`config.mk`:
```
export PLATFORM = sky130hd
export DESIGN_NAME = wdog_timer
export DESIGN_NICKNAME = d
export VERILOG_FILES = /design/src/rtl/wdog_pkg.sv /design/src/rtl/wdog_regs.sv /design/src/rtl/wdog_counter.sv /design/src/rtl/wdog_rst_gen.sv /design/src/rtl/wdog_timer.sv
export SDC_FILE = /design/constraint.sdc
export NUM_CORES = 1
export LEC_CHECK = 0
export ABC_CLOCK_PERIOD_IN_PS = 2400
export CAP_MARGIN = 30
export CORE_MARGIN = 1.5
export CORE_UTILIZATION = 46
export CTS_CLUSTER_DIAMETER = 40
export DETAILED_ROUTE_END_ITERATION = 7
export PLACE_DENSITY = 0.89
export SLEW_MARGIN = 0
export SYNTH_ARGS = -nofsm -noshare
export SYNTH_HDL_FRONTEND = slang
export SYNTH_HIERARCHICAL = 1
export SYNTH_SLANG_ARGS = --single-unit
```
`constraint.sdc`:
```
create_clock -name clk_i -period 2.4 [get_ports clk_i]
set_input_delay 0.6 -clock clk_i [delete_from_list [all_inputs] [get_ports clk_i]]
set_output_delay 0.6 -clock clk_i [all_outputs]
set_load 0.005 [all_outputs]
```
`src/rtl/wdog_pkg.sv`:
```
package wdog_pkg;
  localparam int unsigned DATA_W = 16;
  localparam int unsigned BIT_EN = 0;
  localparam int unsigned BIT_STOP = 1;
  localparam int unsigned BIT_DOZE = 2;
  localparam int unsigned BIT_DBG = 3;
  localparam int unsigned TOUT_LSB = 8;

  localparam logic [DATA_W-1:0] KEY_ARM = 16'h5555;
  localparam logic [DATA_W-1:0] KEY_FIRE = 16'hAAAA;

  typedef enum logic [1:0] {
    LPM_RUN  = 2'b00,
    LPM_WAIT = 2'b01,
    LPM_DOZE = 2'b10,
    LPM_STOP = 2'b11
  } lpm_e;

  typedef enum logic {
    ADDR_CTRL = 1'b0,
    ADDR_SVC  = 1'b1
  } reg_addr_e;

  typedef struct packed {
    logic en;
    logic stop_frz;
    logic doze_frz;
    logic dbg_frz;
  } ctrl_t;
endpackage

```
`src/rtl/wdog_regs.sv`:
```
module wdog_regs
  import wdog_pkg::*;
#(
  parameter int unsigned CW = 6
) (
  input  logic              clk_i,
  input  logic              rst_ni,
  input  logic              clr_i,
  input  logic              we_i,
  input  reg_addr_e         addr_i,
  input  logic [DATA_W-1:0] wdata_i,
  output logic [DATA_W-1:0] rdata_o,
  output ctrl_t             ctrl_o,
  output logic [CW-1:0]     tout_o,
  output logic              svc_o
);
  ctrl_t         ctrl_q;
  logic [CW-1:0] tout_q;
  logic          lock_q;
  logic          armed_q;

  logic wr_ctrl, wr_svc;
  assign wr_ctrl = we_i && (addr_i == ADDR_CTRL);
  assign wr_svc  = we_i && (addr_i == ADDR_SVC);

  always_ff @(posedge clk_i or negedge rst_ni) begin
    if (!rst_ni) begin
      ctrl_q  <= '0;
      tout_q  <= '1;
      lock_q  <= 1'b0;
      armed_q <= 1'b0;
    end else if (clr_i) begin
      ctrl_q  <= '0;
      tout_q  <= '1;
      lock_q  <= 1'b0;
      armed_q <= 1'b0;
    end else begin
      if (wr_ctrl && !lock_q) begin
        ctrl_q.en       <= wdata_i[BIT_EN];
        ctrl_q.stop_frz <= wdata_i[BIT_STOP];
        ctrl_q.doze_frz <= wdata_i[BIT_DOZE];
        ctrl_q.dbg_frz  <= wdata_i[BIT_DBG];
        tout_q          <= wdata_i[TOUT_LSB +: CW];
        lock_q          <= 1'b1;
      end
      if (wr_svc) armed_q <= (wdata_i == KEY_ARM);
    end
  end

  assign svc_o  = wr_svc && armed_q && (wdata_i == KEY_FIRE) && !clr_i;
  assign ctrl_o = ctrl_q;
  assign tout_o = tout_q;

  always_comb begin
    rdata_o = '0;
    if (addr_i == ADDR_CTRL) begin
      rdata_o[BIT_EN]           = ctrl_q.en;
      rdata_o[BIT_STOP]         = ctrl_q.stop_frz;
      rdata_o[BIT_DOZE]         = ctrl_q.doze_frz;
      rdata_o[BIT_DBG]          = ctrl_q.dbg_frz;
      rdata_o[TOUT_LSB +: CW]   = tout_q;
    end
  end

  // write-once lock holds the whole word
  p_lock_hold_r5: assert property (@(posedge clk_i) disable iff (!rst_ni)
    lock_q && !clr_i |=> $stable(ctrl_q) && $stable(tout_q));

  p_clr_release_r6: assert property (@(posedge clk_i) disable iff (!rst_ni)
    clr_i |=> !lock_q && !ctrl_q.en && (tout_q == '1));
endmodule

```
`src/rtl/wdog_counter.sv`:
```
module wdog_counter #(
  parameter int unsigned CW = 6
) (
  input  logic          clk_i,
  input  logic          rst_ni,
  input  logic          clr_i,
  input  logic          en_i,
  input  logic          frz_i,
  input  logic          tick_i,
  input  logic          load_i,
  input  logic [CW-1:0] tout_i,
  output logic          uflow_o
);
  logic [CW-1:0] cnt_q;
  logic          act_q;
  logic          step;

  // act_q lags enable by a cycle so the first count uses the fresh timeout
  assign step = act_q && tick_i && !frz_i && !load_i && !clr_i;

  always_ff @(posedge clk_i or negedge rst_ni) begin
    if (!rst_ni) begin
      cnt_q <= '1;
      act_q <= 1'b0;
    end else if (clr_i) begin
      cnt_q <= '1;
      act_q <= 1'b0;
    end else begin
      act_q <= en_i;
      if (!act_q || load_i) cnt_q <= tout_i;
      else if (step && (cnt_q != '0)) cnt_q <= cnt_q - 1'b1;
    end
  end

  assign uflow_o = step && (cnt_q == '0);

  p_frz_hold_r9: assert property (@(posedge clk_i) disable iff (!rst_ni)
    act_q && frz_i && !load_i && !clr_i |=> $stable(cnt_q));

  p_svc_reload_r7: assert property (@(posedge clk_i) disable iff (!rst_ni)
    load_i && !clr_i |=> cnt_q == $past(tout_i));
endmodule

```
`src/rtl/wdog_rst_gen.sv`:
```
module wdog_rst_gen #(
  parameter int unsigned RST_CYCLES = 4
) (
  input  logic clk_i,
  input  logic rst_ni,
  input  logic uflow_i,
  output logic rst_o
);
  localparam int unsigned RW = $clog2(RST_CYCLES + 1);

  logic [RW-1:0] cnt_q;

  always_ff @(posedge clk_i or negedge rst_ni) begin
    if (!rst_ni) cnt_q <= '0;
    else if (uflow_i) cnt_q <= RW'(RST_CYCLES);
    else if (cnt_q != '0) cnt_q <= cnt_q - 1'b1;
  end

  assign rst_o = (cnt_q != '0);

  p_uflow_rst_r3: assert property (@(posedge clk_i) disable iff (!rst_ni)
    uflow_i |=> rst_o);

  // independent width counter for the pulse
  logic [RW:0] hi_len_q;
  always_ff @(posedge clk_i or negedge rst_ni) begin
    if (!rst_ni) hi_len_q <= '0;
    else if (rst_o) hi_len_q <= hi_len_q + 1'b1;
    else hi_len_q <= '0;
  end

  p_pulse_len_r4: assert property (@(posedge clk_i) disable iff (!rst_ni)
    $fell(rst_o) |-> hi_len_q == (RW+1)'(RST_CYCLES));
endmodule

```
`src/rtl/wdog_timer.sv`:
```
module wdog_timer
  import wdog_pkg::*;
#(
  parameter int unsigned CW         = 6,
  parameter int unsigned RST_CYCLES = 4
) (
  input  logic              clk_i,
  input  logic              rst_ni,
  input  logic              tick_i,
  input  logic              reg_we_i,
  input  logic              reg_addr_i,
  input  logic [DATA_W-1:0] reg_wdata_i,
  output logic [DATA_W-1:0] reg_rdata_o,
  input  logic [1:0]        lpm_i,
  input  logic              debug_i,
  output logic              wdog_rst_o
);
  ctrl_t         ctrl;
  logic [CW-1:0] tout;
  logic          svc, uflow, frz, rst_pulse;

  wdog_regs #(.CW(CW)) u_regs (
    .clk_i   (clk_i),
    .rst_ni  (rst_ni),
    .clr_i   (rst_pulse),
    .we_i    (reg_we_i),
    .addr_i  (reg_addr_e'(reg_addr_i)),
    .wdata_i (reg_wdata_i),
    .rdata_o (reg_rdata_o),
    .ctrl_o  (ctrl),
    .tout_o  (tout),
    .svc_o   (svc)
  );

  always_comb begin
    frz = debug_i && ctrl.dbg_frz;
    unique case (lpm_e'(lpm_i))
      LPM_DOZE: frz = frz || ctrl.doze_frz;
      LPM_STOP: frz = frz || ctrl.stop_frz;
      default:  ;
    endcase
  end

  wdog_counter #(.CW(CW)) u_counter (
    .clk_i   (clk_i),
    .rst_ni  (rst_ni),
    .clr_i   (rst_pulse),
    .en_i    (ctrl.en),
    .frz_i   (frz),
    .tick_i  (tick_i),
    .load_i  (svc),
    .tout_i  (tout),
    .uflow_o (uflow)
  );

  wdog_rst_gen #(.RST_CYCLES(RST_CYCLES)) u_rst_gen (
    .clk_i   (clk_i),
    .rst_ni  (rst_ni),
    .uflow_i (uflow),
    .rst_o   (rst_pulse)
  );

  assign wdog_rst_o = rst_pulse;

  p_no_uflow_disabled_r2: assert property (@(posedge clk_i) disable iff (!rst_ni)
    !ctrl.en && !rst_pulse |=> !uflow);
endmodule

```
* Word-level counts from Yosys, hierarchy flattened
Cells that the tools add are included.
Operators by class: $add $sub $neg 2, equality and inequality tests 4, multiplexer cells 17, bitwise gates (word level) 1, reductions and logical operators 28
Operators with widths (number):
- $mux W6 | 6
- $eq A16 B15 Y1 const B | 1
- $eq A16 B16 Y1 const B | 1
- $logic_and A1 B1 Y1 | 13
- $mux W4 | 3
- $logic_not A6 Y1 | 1
- $mux W3 | 2
- $reduce_bool A2 Y1 | 3
- $reduce_bool A3 Y1 | 2
- $reduce_bool A6 Y1 | 1
- $sub A6 B1 Y6 const B | 1
- $logic_not A1 Y1 | 5
- $mux W1 | 5
- $eq A2 B2 Y1 const B | 2
- $logic_or A1 B1 Y1 | 3
- $sub A3 B1 Y3 const B | 1
- $pmux W1 S2 | 1
- $not A1 Y1 | 1
Word-level totals: bits in registers 22, output and inout port bits 17, logic and storage cells 62

* Logic depth before layout (Yosys ltp)
Gate-level depths: netlist of run 1.
depth in word-level cells 11, mapped depth 10

* Cells and area by module
The synthesis of run 1 kept the hierarchy.
By module, submodules not included:
- wdog_regs | times used 1, cells an instance 63, area each 700.7 µm²
- wdog_counter | times used 1, cells an instance 51, area each 493.0 µm²
- wdog_rst_gen | times used 1, cells an instance 16, area each 177.7 µm²
- wdog_timer | times used 1, cells an instance 2, area each 20.0 µm²

* Least setup slack after synthesis of run 1
No wires, ideal clock.
path type input to register, from input port lpm_i[0], to register u_rst_gen.cnt_q[0], data arrival time 2.114 ns, required time 2.275 ns, slack 0.162 ns, stages on the path 6, buffers on the path 0, cells stage by stage mux2_1 > a22o_1 > nand2b_4 > nor4_1 > and2b_1 > mux2_2
Between the ends: longest elaborated chain between the ends 8, elaborated cells on any way between the ends 10
Ends and longest elaborated chain:
- from (decl) | RTL line wdog_timer.sv:14 | input logic [1:0] lpm_i,
- $eq A2 B2 Y1 | RTL line wdog_timer.sv:37 | unique case (lpm_e'(lpm_i))
- $pmux W1 S2 * | RTL line wdog_timer.sv:37
- net frz | RTL line wdog_timer.sv:20 | logic svc, uflow, frz, rst_pulse;
- $logic_not A1 Y1 * | RTL line wdog_counter.sv:19 | assign step = act_q && tick_i && !frz_i && !load_i && !clr_i;
- $logic_and A1 B1 Y1 * (3 in a row) | RTL line wdog_counter.sv:19
- $logic_and A1 B1 Y1 * | RTL line wdog_counter.sv:35 | assign uflow_o = step && (cnt_q == '0);
- net uflow | RTL line wdog_timer.sv:20
- $mux W3 / $reduce_bool A2 Y1 (equally long branches)
- to (signal assigned) | RTL line wdog_rst_gen.sv:15 | else if (uflow_i) cnt_q <= RW'(RST_CYCLES);
- to (signal assigned) | RTL line wdog_rst_gen.sv:16 | else if (cnt_q != '0) cnt_q <= cnt_q - 1'b1;
- to (decl) | RTL line wdog_rst_gen.sv:11 | logic [RW-1:0] cnt_q;
The timed path passes the listed nets; every way through them passes the cells marked *. A chain may end at the register's enable or synchronous reset.

* Final worst setup path of run 1
from register u_rst_gen.cnt_q[0], to output port wdog_rst_o
Between the ends: longest elaborated chain between the ends 1
Ends and longest elaborated chain:
- $reduce_bool A3 Y1 | RTL line wdog_rst_gen.sv:19 | assign rst_o = (cnt_q != '0);
- to (decl) | RTL line wdog_timer.sv:16 | output logic wdog_rst_o
Every way passes these cells.

==> run_results.csv, run 1 <==
group,metric,value,unit
cts,cts-root-buf,"clkbuf_4",
synthesis,ys.flop_type,"dfstp_2",
final_layout,layout.nets,211,
cts,cts_tree,"yes",
synthesis,synth_area_per_cell,10.5,sq um
global_routing,grt_pass1_vias,1247,
floorplan,core,2810,sq um
floorplan,ios,41,
critical_path,crit_arrival,1.72,ns
routing,vias,1207,
final_layout,diodes,0,
global_routing,met2_usage,38.6,%
critical_path,critPathMaxStageDelay,0.51,ns
timing,final-hold-violation-count,0,
critical_path,required,1.80,ns
final_layout,drive_above_1_share,26.4,%
min_path,holdPathStages,1,
status,status,"finished, final reports clean",
placed_design,gp_congestion,0.853,
timing,timing.hold.ws,0.537,ns
floorplan,start_util,49.6,%
critical_path,critPathSlowestCell,"clkdlybuf4s50_1",
placed_design,hpwl,2550,um
timing,skew,0.00846,ns
run,cap_violations,0,
final_layout,final_core_util,68.7,%
critical_path,cp_max_fo,21,
routing,wl,3250,um
global_routing,met3_usage,3.13,%
routing,antenna_left,0,
cts,cts_made_buffers,3,
synthesis,syn_inst,132,
synthesis,ys_async_sr_fraction,100,%
synthesis,yosys_warnings,6,
critical_path,r2r_slack,0.19,ns
pwr,ir_drop,0.379,mV
synthesis,synth_top_area_cell,"dfstp_2",
placed_design,port_buffers,34,
pwr,total_power,1.09,mW
min_path,holdPathEnd,"u_regs/tout_o[5]",
timing,rsz0062_at_grt,"no",
global_routing,grt_max_degree,23,
cts,cts_buffer_depth,2,
pwr,p_leak,0.830,nW
final_layout,syn_to_final_growth,38.5,%
floorplan,die-area,3360,sq um
global_routing,grt_pass1_wl,5440,um
timing,setup_violations,0,
critical_path,reg2reg_depth,10,
floorplan,die_x,58.0,um
timing,setup_ws,0.0838,ns
synthesis,yosysSeqAreaShare,40.6,%
synthesis,netlist_area,1390,sq um
synthesis,synth_top_area_share,22.7,%
cts,ctsHoldBuffers,0,
cts,clk_latency,0.29,ns
cts,htree_levels,1,
global_routing,antenna_found_initial,0,
min_path,min-delay-start,"u_regs/tout_o[5]",
placed_design,pre_cts_ws,-0.246,ns
timing,clock.fmax,0.432,GHz
min_path,hold_class,"reg -> reg",
cts,cts.sinks,22,
critical_path,reg2reg_from,"u_rst_gen/cnt_q[0]",
global_routing,grt.busiest_layer,"met2",
critical_path,crit_type,"reg -> out",
global_routing,use_met1,23.9,%
synthesis,ys_ff_latch,22,
critical_path,worst_setup_path_end_kind,"output port",
timing,finalCritPeriodShare,96.5,%
routing,vias_per_cell,5.67,
floorplan,die_h,58.0,um
global_routing,grt_util_all_layers,20.8,%
routing,initialDrtViolationCount,21,
timing,period_minus_slack,2.32,ns
routing,drc,0,
synthesis,synth_cell_types,40,
floorplan,row_count,19,
pwr,power_density,567,nW/um^2
timing,slew_violations,0,
routing,wire_per_inst,15.3,um
synthesis,yosys-top-cells-area,"dfstp_2, dfrtp_1, nor2b_1, o22a_1, and4bb_2",
global_routing,grt_overflow,0,
critical_path,crit_chain,"inv_1 > ha_2 > nand2b_4 > buf_12 > clkdlybuf4s50_1",
synthesis,synth-edff-count,0,
critical_path,start_kind,"register",
critical_path,rr_endpoint,"u_counter/cnt_q[1]",
routing,dr.pass1.iters,6,
cts,path_clk_slew,0.12,ns
[worst max-delay path: cells and delay by family (launching register included)]
| family | cells | cell delay [ns] |
|---|---|---|
| adders and majority gates | 1 | 0.21 |
| buffers and inverters | 3 | 0.73 |
| DFF | 1 | 0.38 |
| and+or+nand+nor | 1 | 0.10 |
[power by group]
group / leakage [nW] / switching [mW] / internal (mW)
clock: 0.0210 / 0.103 / 0.0923
sequential: 0.259 / 0.0351 / 0.425
combinational: 0.550 / 0.193 / 0.243
total: 0.830 / 0.332 / 0.760
[worst max path at each step]
stage,start,endpoint,slack (ns),cells after the start
floorplan,lpm_i[0],u_rst_gen/cnt_q[0],0.16,6
global placement,lpm_i[0],u_rst_gen/cnt_q[0],-0.17,7
detailed placement,reg_wdata_i[0],u_counter/cnt_q[1],-0.25,8
CTS,u_rst_gen/cnt_q[0],wdog_rst_o,0.004,5
global route,u_rst_gen/cnt_q[0],wdog_rst_o,0.0009,5
finish,u_rst_gen/cnt_q[0],wdog_rst_o,0.08,5
[cell type report]
type | count | area, sq um
clock buffers | 4 | 36.3
flip-flops and latches | 22 | 566
repair buffers | 51 | 492
multi-input cells | 99 | 772
inverters | 6 | 22.5
fillers | 203 | 878
well taps | 31 | 38.8
[timing repair]
action                     in CTS  in global routing
setup endpoints to repair      11                 10
gates resized for setup         3                  4
buffers inserted                0                  1
[metal layers]
metal	up-vias	part of all wire (%)
met5	-	0
met3	8	4.9
met2	49	52
li1	580	-
met1	570	40
met4	0	2.7
[cell families after synthesis]
| family | synth area share (%) |
|---|---|
| mux | 3.78 |
| fa+ha+maj | 3.60 |
| buf+inv | 6.47 |
| simple gates | 30.6 |
| compound gates | 14.7 |
| flops | 40.6 |
| other cells | 0.270 |
[registers in the layout, indices dropped and copies added, names as in the netlist]
name	flops
u_regs/armed_q	1
u_rst_gen/cnt_q	3
u_regs/ctrl_o	4
u_counter/cnt_q	6
u_regs/tout_o	6
u_regs/lock_q	1
u_counter/act_q	1
[stage by stage]
step / setup TNS (ns) / cells / area [sq um]
2_1_floorplan: 0 / 137 / 1410
3_3_place_gp: -1.09 / 208 / 1850
3_5_place_dp: -2.10 / 208 / 1850
4_1_cts: 0 / 212 / 1900
5_1_grt: 0 / 213 / 1930
6_report: 0 / 213 / 1930
[cell usage after synthesis (4+ instances only)]
master and count:
buf_4 6, o22a_1 6, and4bb_2 4, nor2_1 9, nor2b_1 13, nor4_1 5, nor3_1 6, dfrtp_1 10
a22o_1 5, inv_1 6, dfstp_2 12, ha_1 4, a21oi_1 5
[placed cells by master, fill, tap and decap left out, types with 2 or more instances in the layout]
cell and count:
buf_4 15, and2b_1 2, a21oi_2 2, inv_1 6
nor4_1 4, clkbuf_4 3, nor2_1 9, clkdlybuf4s50_1 33
nand2b_1 2, o22a_1 6, nor3_1 6, a22o_1 5
buf_12 2, and4bb_2 4, nand2_1 2, a311oi_1 3
ha_1 3, a21oi_1 5, nand4b_1 2, dfstp_2 12
conb_1 6, nor2b_1 13, dfrtp_1 10, mux2i_1 3
nand2b_4 2, a211oi_1 3
No activity file was read; power rests on OpenSTA's default activity.
==> run 2, diff against run 1 <==
--- a/config.mk
+++ b/config.mk
@@ -5,13 +5,14 @@
 export SDC_FILE = /design/constraint.sdc
 export NUM_CORES = 1
 export LEC_CHECK = 0
-export ABC_CLOCK_PERIOD_IN_PS = 2400
+export ABC_CLOCK_PERIOD_IN_PS = 2900
 export CAP_MARGIN = 30
 export CORE_MARGIN = 1.5
 export CORE_UTILIZATION = 46
 export CTS_CLUSTER_DIAMETER = 40
 export DETAILED_ROUTE_END_ITERATION = 7
 export PLACE_DENSITY = 0.89
+export REMOVE_ABC_BUFFERS = 1
 export SLEW_MARGIN = 0
 export SYNTH_ARGS = -nofsm -noshare
 export SYNTH_HDL_FRONTEND = slang
==> constraint.sdc (replaced) <==
create_clock -name clk_i -period 2.9 [get_ports clk_i]
set_input_delay 0.725 -clock clk_i [delete_from_list [all_inputs] [get_ports clk_i]]
set_output_delay 0.725 -clock clk_i [all_outputs]
set_load 0.005 [all_outputs]
==> run_results.csv, run 2 (synthesis gave the netlist of run 1 again) <==
group,metric,value,unit
status,status,"finished, final reports clean",
final_layout,fin_cells,201,
routing,antenna_left,0,
final_layout,final_cell_mix,"clkdlybuf4s50_1, nor2b_1, dfstp_2, dfrtp_1, nor2_1",
cts,cts.sinks,22,
critical_path,start_kind,"input pin",
cts,cts-root-buf,"clkbuf_4",
critical_path,crit_arrival,2.80,ns
final_layout,drive_above_1_share,20.0,%
pwr,power_density,521,nW/um^2
cts,cts_made_buffers,3,
routing,wl,3520,um
placed_design,gp_congestion,0.842,
routing,wire_per_inst,17.5,um
critical_path,required,3.12,ns
final_layout,nFillCells,211,
timing,finalCritPeriodShare,88.7,%
pwr,ir_drop,0.334,mV
routing,vias,1205,
pwr,p_leak,0.763,nW
floorplan,die-area,3360,sq um
critical_path,crit_type,"in -> reg",
placed_design,hpwl,2730,um
routing,vias_per_cell,6.00,
final_layout,syn_to_final_growth,30.4,%
routing,dr.pass1.iters,7,
routing,initialDrtViolationCount,33,
min_path,hold_class,"reg -> reg",
critical_path,worst_setup_path_end_kind,"register",
timing,period_minus_slack,2.57,ns
timing,clock.fmax,0.389,GHz
timing,rsz0062_at_grt,"no",
final_layout,layout.nets,199,
floorplan,ios,41,
floorplan,die_x,58.0,um
global_routing,grt_pass1_vias,1272,
cts,path_clk_slew,0.13,ns
floorplan,core,2810,sq um
floorplan,start_util,49.6,%
routing,drc,0,
global_routing,grt_max_degree,23,
final_layout,mostFrequentLayoutCell,"clkdlybuf4s50_1",
placed_design,port_buffers,34,
timing,setup_tns,0,ns
global_routing,grt_overflow,0,
run,cap_violations,0,
cts,clk_latency,0.32,ns
critical_path,cp_max_fo,3,
final_layout,diodes,0,
final_layout,final_core_util,64.7,%
timing,slew_violations,0,
global_routing,grt_util_all_layers,23.3,%
cts,cts_buffer_depth,2,
timing,skew,0.00897,ns
timing,final-hold-violation-count,0,
floorplan,die_h,58.0,um
timing,setup_violations,0,
global_routing,grt_pass1_wl,6000,um
cts,htree_levels,1,
placed_design,dp.cells,197,
cts,cts_tree,"yes",
global_routing,antenna_found_initial,0,
floorplan,row_count,19,
==> run 2: power breakdown <==
part	switching, mW	total [mW]	internal [mW]
Sequential	0.0325	0.384	0.352
Clock	0.0955	0.235	0.140
Combinational	0.161	0.326	0.166
==> run 2: final timing paths <==
check | start | end | slack [ns] | cells after the start
worst max-delay path | reg_wdata_i[0] | u_counter/cnt_q[1] | 0.33 | 8
worst min-delay path | u_regs/tout_o[4] | u_regs/tout_o[4] | 0.54 | 1
worst max register to register | u_rst_gen/cnt_q[0] | u_counter/cnt_q[1] | 0.51 | 10
worst min register to register | u_regs/tout_o[4] | u_regs/tout_o[4] | 0.54 | 1
max in group asynchronous | rst_ni | u_counter/cnt_q[1] | 1.89 | 2
min in group asynchronous | rst_ni | u_regs/ctrl_o[3] | 0.73 | 2
==> run 2: what timing repair did <==
action | CTS | global route
buffers inserted | 0 | 0
hold buffers | 0 | 0
resized for setup | 0 | 1
setup endpoints to repair | 0 | 1
==> run 2: layout make-up <==
class | count | area (sq um) | area share [%]
Multi-Input combinational cell | 99 | 754 | 41.6
Sequential cell | 22 | 566 | 31.2
Timing Repair Buffer | 39 | 380 | 21.0
Tap cell | 31 | 38.8 | 2.14
Clock inverter | 1 | 30.0 | 1.66
Clock buffer | 3 | 22.5 | 1.24
Inverter | 6 | 22.5 | 1.24
==> run 2: per-layer routing <==
| metal | wire (um) | global-route usage [%] | share of wire (%) |
|---|---|---|---|
| met5 | 0 | 0 | 0 |
| met4 | 53 | 9.30 | 1.5 |
| met3 | 155 | 3.35 | 4.4 |
| met2 | 1850 | 41.4 | 53 |
| met1 | 1460 | 28.3 | 42 |
==> run 2: critical path, cell delays in order <==
cell             delay [ns]
clkdlybuf4s50_1        0.47
nor4b_1                0.40
nand2_1                0.10
nor4_1                 0.40
nand2b_1               0.22
buf_4                  0.15
nor4_1                 0.06
a311oi_1               0.27
==> run 2: metrics by stage <==
step | instance area [sq um] | power (mW) | worst slack, ns | hold slack [ns]
global placement | 1760 | 0.683 | 0.0946 | 0.501
global route | 1810 | 0.995 | 0.234 | 0.555
floorplan | 1340 | 0.565 | 0.537 | 0.429
finish | 1810 | 0.946 | 0.327 | 0.541
detailed placement | 1760 | 0.711 | 0.0348 | 0.516
CTS | 1810 | 0.943 | 0.0662 | 0.539
==> run 3, diff against run 2 <==
--- a/config.mk
+++ b/config.mk
@@ -11,6 +11,7 @@
 export CORE_UTILIZATION = 46
 export CTS_CLUSTER_DIAMETER = 40
 export DETAILED_ROUTE_END_ITERATION = 7
+export GPL_TIMING_DRIVEN = 1
 export PLACE_DENSITY = 0.89
 export REMOVE_ABC_BUFFERS = 1
 export SLEW_MARGIN = 0
==> results of run 3 <==
Final layout, timing and power as in run 2 (identical DEF).
